File: src/rtl/mbox_pkg.sv
package mbox_pkg;
    localparam int MSG_WORDS = 4;
    localparam int WORD_W    = 32;
    localparam int REG_AW    = 4;

    typedef enum logic [1:0] {
        LANE_IDLE   = 2'd0,
        LANE_POSTED = 2'd1,
        LANE_ACKED  = 2'd2
    } lane_state_e;
endpackage

File: src/rtl/mbox_lane.sv
// One direction of the mailbox: the sender's frozen words and the
// valid/acknowledge handshake state.
module mbox_lane
    import mbox_pkg::*;
#(
    parameter int WORDS = MSG_WORDS,
    parameter int DW    = WORD_W,
    localparam int IW   = $clog2(WORDS)
) (
    input  logic                      clk,
    input  logic                      rst_n,
    input  logic                      set_valid_i,
    input  logic                      clr_valid_i,
    input  logic                      word_we_i,
    input  logic [IW-1:0]             word_idx_i,
    input  logic [DW-1:0]             word_data_i,
    input  logic                      ack_req_i,
    output logic                      valid_o,
    output logic                      ack_o,
    output logic [WORDS-1:0][DW-1:0]  msg_o
);
    lane_state_e state_q, state_d;

    always_comb begin
        state_d = state_q;
        unique case (state_q)
            LANE_IDLE:   if (set_valid_i) state_d = LANE_POSTED;
            LANE_POSTED: begin
                if (clr_valid_i)    state_d = LANE_IDLE;
                else if (ack_req_i) state_d = LANE_ACKED;
            end
            LANE_ACKED:  if (clr_valid_i) state_d = LANE_IDLE;
            default:     state_d = LANE_IDLE;
        endcase
    end

    always_ff @(posedge clk) begin
        if (!rst_n) state_q <= LANE_IDLE;
        else        state_q <= state_d;
    end

    always_comb begin
        valid_o = 1'b0;
        ack_o   = 1'b0;
        unique case (state_q)
            LANE_IDLE:   ;
            LANE_POSTED: valid_o = 1'b1;
            LANE_ACKED:  begin valid_o = 1'b1; ack_o = 1'b1; end
            default:     ;
        endcase
    end

    // words are editable only while nothing is posted
    for (genvar w = 0; w < WORDS; w++) begin : g_word
        always_ff @(posedge clk) begin
            if (!rst_n)
                msg_o[w] <= '0;
            else if (word_we_i && (word_idx_i == IW'(w)) && (state_q == LANE_IDLE))
                msg_o[w] <= word_data_i;
        end
    end

    assert_valid_from_write_R3: assert property (@(posedge clk) disable iff (!rst_n)
        $rose(valid_o) |-> $past(set_valid_i));
    assert_msg_frozen_R4: assert property (@(posedge clk) disable iff (!rst_n)
        valid_o |=> $stable(msg_o));
    assert_ack_from_write_R5: assert property (@(posedge clk) disable iff (!rst_n)
        $rose(ack_o) |-> $past(ack_req_i && valid_o));
    assert_no_ack_when_idle_R6: assert property (@(posedge clk) disable iff (!rst_n)
        (ack_req_i && !valid_o) |=> !ack_o);
    assert_clear_drops_ack_R7: assert property (@(posedge clk) disable iff (!rst_n)
        clr_valid_i |=> (!ack_o && !valid_o));
endmodule

File: src/rtl/mbox_port.sv
// Register window of one side: decode, read mux and interrupt enables.
module mbox_port
    import mbox_pkg::*;
#(
    parameter int WORDS = MSG_WORDS,
    parameter int DW    = WORD_W,
    parameter int AW    = REG_AW,
    localparam int IW   = $clog2(WORDS),
    localparam int A_TXCTL = 2 * WORDS,
    localparam int A_RXCTL = 2 * WORDS + 1,
    localparam int A_IEN   = 2 * WORDS + 2
) (
    input  logic                      clk,
    input  logic                      rst_n,
    input  logic                      wen_i,
    input  logic [AW-1:0]             addr_i,
    input  logic [DW-1:0]             wdata_i,
    output logic [DW-1:0]             rdata_o,
    output logic                      irq_msg_o,
    output logic                      irq_ack_o,
    input  logic                      tx_valid_i,
    input  logic                      tx_ack_i,
    input  logic [WORDS-1:0][DW-1:0]  tx_msg_i,
    input  logic                      rx_valid_i,
    input  logic [WORDS-1:0][DW-1:0]  rx_msg_i,
    input  logic                      rx_ack_i,
    output logic                      set_valid_o,
    output logic                      clr_valid_o,
    output logic                      word_we_o,
    output logic [IW-1:0]             word_idx_o,
    output logic [DW-1:0]             word_data_o,
    output logic                      ack_req_o
);
    logic [1:0]    ien_q;
    logic [IW-1:0] rx_idx;
    logic          hit_tx, hit_rx, hit_txctl, hit_rxctl, hit_ien;

    assign hit_tx    = addr_i < AW'(WORDS);
    assign hit_rx    = !hit_tx && (addr_i < AW'(2 * WORDS));
    assign hit_txctl = addr_i == AW'(A_TXCTL);
    assign hit_rxctl = addr_i == AW'(A_RXCTL);
    assign hit_ien   = addr_i == AW'(A_IEN);
    assign rx_idx    = IW'(addr_i - AW'(WORDS));

    assign set_valid_o = wen_i && hit_txctl &&  wdata_i[0];
    assign clr_valid_o = wen_i && hit_txctl && !wdata_i[0];
    assign word_we_o   = wen_i && hit_tx;
    assign word_idx_o  = addr_i[IW-1:0];
    assign word_data_o = wdata_i;
    assign ack_req_o   = wen_i && hit_rxctl && wdata_i[1];

    always_ff @(posedge clk) begin
        if (!rst_n)                ien_q <= 2'b00;
        else if (wen_i && hit_ien) ien_q <= wdata_i[1:0];
    end

    always_comb begin
        rdata_o = '0;
        if (hit_tx)         rdata_o = tx_msg_i[addr_i[IW-1:0]];
        else if (hit_rx)    rdata_o = rx_msg_i[rx_idx];
        else if (hit_txctl) rdata_o = DW'({tx_ack_i, tx_valid_i});
        else if (hit_rxctl) rdata_o = DW'({rx_ack_i, rx_valid_i});
        else if (hit_ien)   rdata_o = DW'(ien_q);
    end

    assign irq_msg_o = rx_valid_i & ien_q[0];
    assign irq_ack_o = tx_ack_i & ien_q[1];

    assert_irq_msg_needs_valid_R9: assert property (@(posedge clk) disable iff (!rst_n)
        irq_msg_o |-> rx_valid_i);
    assert_irq_ack_needs_ack_R10: assert property (@(posedge clk) disable iff (!rst_n)
        irq_ack_o |-> tx_ack_i);
    assert_ien_hold_R8: assert property (@(posedge clk) disable iff (!rst_n)
        !(wen_i && hit_ien) |=> $stable(ien_q));
endmodule

File: src/rtl/mbox_duplex.sv
// Two-sided mailbox: lane s carries messages sent by side s (0 guest, 1 host).
module mbox_duplex
    import mbox_pkg::*;
#(
    parameter int WORDS = MSG_WORDS,
    parameter int DW    = WORD_W,
    parameter int AW    = REG_AW,
    localparam int IW   = $clog2(WORDS),
    localparam int SIDES = 2
) (
    input  logic          clk,
    input  logic          rst_n,
    input  logic          gst_wen,
    input  logic [AW-1:0] gst_addr,
    input  logic [DW-1:0] gst_wdata,
    output logic [DW-1:0] gst_rdata,
    output logic          gst_irq_msg,
    output logic          gst_irq_ack,
    input  logic          hst_wen,
    input  logic [AW-1:0] hst_addr,
    input  logic [DW-1:0] hst_wdata,
    output logic [DW-1:0] hst_rdata,
    output logic          hst_irq_msg,
    output logic          hst_irq_ack
);
    logic [SIDES-1:0]                      wen_v, irq_msg_v, irq_ack_v;
    logic [SIDES-1:0][AW-1:0]              addr_v;
    logic [SIDES-1:0][DW-1:0]              wdata_v, rdata_v, wdata_lane;
    logic [SIDES-1:0]                      set_v, clr_v, we_v, ack_req_v, valid_v, ack_v;
    logic [SIDES-1:0][IW-1:0]              idx_v;
    logic [SIDES-1:0][WORDS-1:0][DW-1:0]   msg_v;

    assign wen_v   = {hst_wen, gst_wen};
    assign addr_v  = {hst_addr, gst_addr};
    assign wdata_v = {hst_wdata, gst_wdata};

    for (genvar s = 0; s < SIDES; s++) begin : g_side
        localparam int P = SIDES - 1 - s;

        mbox_lane #(.WORDS(WORDS), .DW(DW)) u_lane (
            .clk         (clk),
            .rst_n       (rst_n),
            .set_valid_i (set_v[s]),
            .clr_valid_i (clr_v[s]),
            .word_we_i   (we_v[s]),
            .word_idx_i  (idx_v[s]),
            .word_data_i (wdata_lane[s]),
            .ack_req_i   (ack_req_v[P]),
            .valid_o     (valid_v[s]),
            .ack_o       (ack_v[s]),
            .msg_o       (msg_v[s])
        );

        mbox_port #(.WORDS(WORDS), .DW(DW), .AW(AW)) u_port (
            .clk         (clk),
            .rst_n       (rst_n),
            .wen_i       (wen_v[s]),
            .addr_i      (addr_v[s]),
            .wdata_i     (wdata_v[s]),
            .rdata_o     (rdata_v[s]),
            .irq_msg_o   (irq_msg_v[s]),
            .irq_ack_o   (irq_ack_v[s]),
            .tx_valid_i  (valid_v[s]),
            .tx_ack_i    (ack_v[s]),
            .tx_msg_i    (msg_v[s]),
            .rx_valid_i  (valid_v[P]),
            .rx_msg_i    (msg_v[P]),
            .rx_ack_i    (ack_v[P]),
            .set_valid_o (set_v[s]),
            .clr_valid_o (clr_v[s]),
            .word_we_o   (we_v[s]),
            .word_idx_o  (idx_v[s]),
            .word_data_o (wdata_lane[s]),
            .ack_req_o   (ack_req_v[s])
        );
    end

    assign gst_rdata   = rdata_v[0];
    assign hst_rdata   = rdata_v[1];
    assign gst_irq_msg = irq_msg_v[0];
    assign hst_irq_msg = irq_msg_v[1];
    assign gst_irq_ack = irq_ack_v[0];
    assign hst_irq_ack = irq_ack_v[1];

    // a host-side clear must never disturb the guest-to-host lane
    assert_lanes_apart_R12: assert property (@(posedge clk) disable iff (!rst_n)
        (valid_v[0] && !clr_v[0]) |=> valid_v[0]);
endmodule

File: config.mk
export PLATFORM = sky130hd
export DESIGN_NAME = mbox_duplex
export DESIGN_NICKNAME = d
export VERILOG_FILES = /design/src/rtl/mbox_pkg.sv /design/src/rtl/mbox_lane.sv /design/src/rtl/mbox_port.sv /design/src/rtl/mbox_duplex.sv
export SDC_FILE = /design/constraint.sdc
export NUM_CORES = 1
export LEC_CHECK = 0
export ABC_AREA = 0
export BUFFER_PORTS_ARGS = -buffer_cell sky130_fd_sc_hd__buf_4
export CAP_MARGIN = 20
export CORE_MARGIN = 2
export CORE_UTILIZATION = 55
export DETAILED_ROUTE_END_ITERATION = 10
export PLACE_DENSITY = 0.75
export SLEW_MARGIN = 20
export SYNTH_ARGS = -nofsm -noshare
export SYNTH_HDL_FRONTEND = slang
export SYNTH_SLANG_ARGS = --single-unit
File: constraint.sdc
create_clock -name clk -period 2.5 [get_ports clk]
set_input_delay 0.5 -clock clk [delete_from_list [all_inputs] [get_ports clk]]
set_output_delay 0.5 -clock clk [all_outputs]
set_load 0.02 [all_outputs]
==> key figures <==
Yosys
  – Cell Area, Synth: 13600 sq um
  – Synth async-reset ratio: 0
  – Largest family of logic cells by synthesized area: multiplexers
  – Synth Register Bits: 264
  – Synth Area in XOR/XNOR: 0
  – Synthesis warning total: 0
  – Syn Nets: 1607
  – Yosys cell types: 43
  – Post-synthesis compound-gate area fraction: 0.107
  – List of most frequent post-synthesis cells: nand2_1, dfxtp_1, a21oi_1, mux4_2
  – Synth area leaders: dfxtp_1, mux4_2, nand2_1
  – Mean post-synth cell area: 8.89 sq um
  – Most instantiated library cell after synthesis: nand2_1
  – Post-synthesis mux area share: 0.265
  – Seq/Total Area, Yosys: 0.390
  – Synth Flop Type: dfxtp_1
  – Adder-cell share of the synthesized area: 0.00554
  – Synth area leader: dfxtp_1
  – Post-synth EDFFs: 0
  – Synth Instances: 1525
  – Simple-gate area share of the yosys netlist: 0.186
  – Area fraction of the dominant cell type after synthesis: 0.390

Clock network
  – Cts bufs inserted: 27
  – Hold Buf Count CTS: 0
  – Worst-path clk slew: 70 ps
  – Worst skew pair latency: 540 ps
  – Deepest clock path buffer count: 3
  – Clock sink total: 264
  – CTS tree: yes
  – CTS H-tree depth: 1
  – Post-CTS Setup Inserts: 0
  – Clock root cell: clkbuf_16

Worst setup path
  – Critical Path AT: 2000 ps
  – Critical path type: in -> out
  – Top delay family on crit path: buffers and inverters
  – Worst path max stage delay: 370 ps
  – CP most frequent cell: buf_4
  – Startpoint types: primary input
  – Crit path max-delay cell type: buf_4
  – WP data required: 2000 ps
  – CP Capture Type: output port
  – Crit-path cells: buf_4 > buf_4 > mux4_2 > mux2i_1 > nor2_1 > buf_4
  – Crit Path Max Fanout: 21
  – Crit path buffers/inverters: 3

Cells and area
  – Layout cells sized above 1: 0.240
  – ANT cells: 0
  – Multi-input logic area: 7680 sq um
  – Nets: 1708
  – Register Area: 5290 sq um
  – Final core occ: 0.667
  – Layout area overhead: 19.4%
  – Fillers: 1893

STA
  – Layout Skew: 7.66 ps
  – Fin crit share: 1.00
  – Max_slew headroom: 0.595
  – Max frequency: 0.400 GHz
  – Worst-Margin Slew: 607 ps
  – Fin worst setup slack: -1.98 ps
  – Final hold vios: 0
  – Max Slew Vio Count: 0
  – Final period demand of the worst path: 2500 ps
  – RSZ-0062 raised after global routing: yes
  – Final Setup Violations: 1

Power
  – P per Cell Area: 573 nW/um^2
  – Worst VDD drop: 0.000382 V
  – Total Power: 9.27 mW
  – Leak: 5.81 nW

Die
  – Num rows: 57
  – I/O pin total: 144
  – Die area: 25900 sq um
  – Die span in y: 161 microns
  – Die X: 161 microns
  – Initial Util: 0.559
  – Core ar.: 24200 sq um

Detailed routing
  – Drt wl/cell: 21.6 microns
  – Final ANT Viol Nets: 0
  – # DRC: 0
  – WL final: 42500 microns
  – Vias post-DR: 12100
  – Pre-antenna DRT Iters: 5
  – Via density: 6.16
  – Initial drt markers: 1463

Job
  – # Max-Cap Violations: 0

Place
  – Dpl hpwl: 29100 microns
  – Worst slack, placed: 19.8 ps
  – GP Congestion: 0.914
  – Buffers on Ports: 143

Global route
  – Met1 usage: 0.472
  – M2 GR Usage: 0.482
  – Vias in the first global route: 11400
  – First-pass GRT wire length: 64900 microns
  – Antenna violations before repair: 0
  – Largest net degree at the start of global routing: 65
  – Global route overflow: 0
  – GR Util met3: 0.0606
  – Busiest grt layer: met2
  – Total track usage: 0.320

Worst hold path
  – HP Class: in -> reg

Status
  – Failing checks: negative setup slack
  – Status: complete, but fails checks
-- logic make-up (layout without fill, tap and decap cells) --
kind of cell    Yosys count  in the layout
buf+inv                 145            266
compound gates          281            281
fa+ha+maj                 6              6
flops                   264            264
simple gates            630            630
mux                     199            199
-- per-layer routing --
| metal | vias to the layer above | part of all wire |
|---|---|---|
| met5 | - | 0 |
| met1 | 5824 | 0.40 |
| met2 | 712 | 0.45 |
| met3 | 103 | 0.11 |
| met4 | 0 | 0.032 |
| li1 | 5488 | - |
-- power breakdown --
part	total, mW	internal (mW)	leakage [nW]	switching (mW)
registers	4.30	4.26	2.13	0.0403
clock network	4.08	2.37	0.443	1.71
logic	0.892	0.380	3.23	0.512
total	9.27	7.01	5.81	2.26
-- cell type report --
cell class | count | area share
clock inverters | 10 | 0.00665
flip-flops and latches | 264 | 0.327
clock buffers | 39 | 0.0483
inverters | 7 | 0.00193
multi-input cells | 1116 | 0.475
well taps | 324 | 0.0251
repair buffers | 210 | 0.117
-- repair_timing --
item	CTS	global route
cloned	0	2
gates resized for setup	3	9
endpoints found under the setup margin	3	30
-- through the flow --
stage	cells	TNS, ps	cell area, sq um	hold WS, ps
floorplan	1525	0	13600	443
global placement	1919	0	15200	448
detailed placement	1919	0	15200	457
CTS	1968	-19.9	16100	212
global route	1970	-678	16200	219
finish	1970	-1.98	16200	227
-- sequential cells by signal, summed over array words and instances, names as in the netlist --
signal and count:
g_side.u_lane.msg_o 256, g_side.u_port.ien_q 4, g_side.u_lane.state_q 4
-- final timing paths --
path | slack (ps) | endpoint | depth (start not counted) | from
hold reg to reg | 470 | g_side[0].u_lane.msg_o[67]$_SDFFE_PN0P_ | 2 | g_side[0].u_lane.msg_o[67]$_SDFFE_PN0P_
hold / removal | 230 | g_side[1].u_lane.msg_o[117]$_SDFFE_PN0P_ | 3 | hst_wdata[21]
setup reg to reg | 370 | g_side[1].u_lane.msg_o[119]$_SDFFE_PN0P_ | 7 | g_side[1].u_lane.state_q[0]$_SDFFE_PN0P_
setup / recovery | -2 | hst_rdata[4] | 6 | hst_addr[0]
-- tightest hold or removal path: cells and delay by family --
family	cells	cell delay, ps
AOI/OAI and AO/OA	1	50
buffers and inverters	1	130
and+or+nand+nor	1	50
-- cell usage in the layout, fill, tap and decap left out, types with 3 or more instances in the layout --
cell type,n
clkbuf_16,29
clkinv_2,6
inv_1,6
mux4_2,128
o21ai_0,5
nor2_1,69
a31oi_1,5
mux2i_1,69
and2_1,5
buf_12,20
ha_1,3
a21oi_1,258
dfxtp_1,261
dfxtp_2,3
clkbuf_8,6
nand3b_1,8
and3b_1,4
nand2_1,523
clkbuf_1,6
buf_4,186
Note: power is estimated with default switching activity, not from simulation.
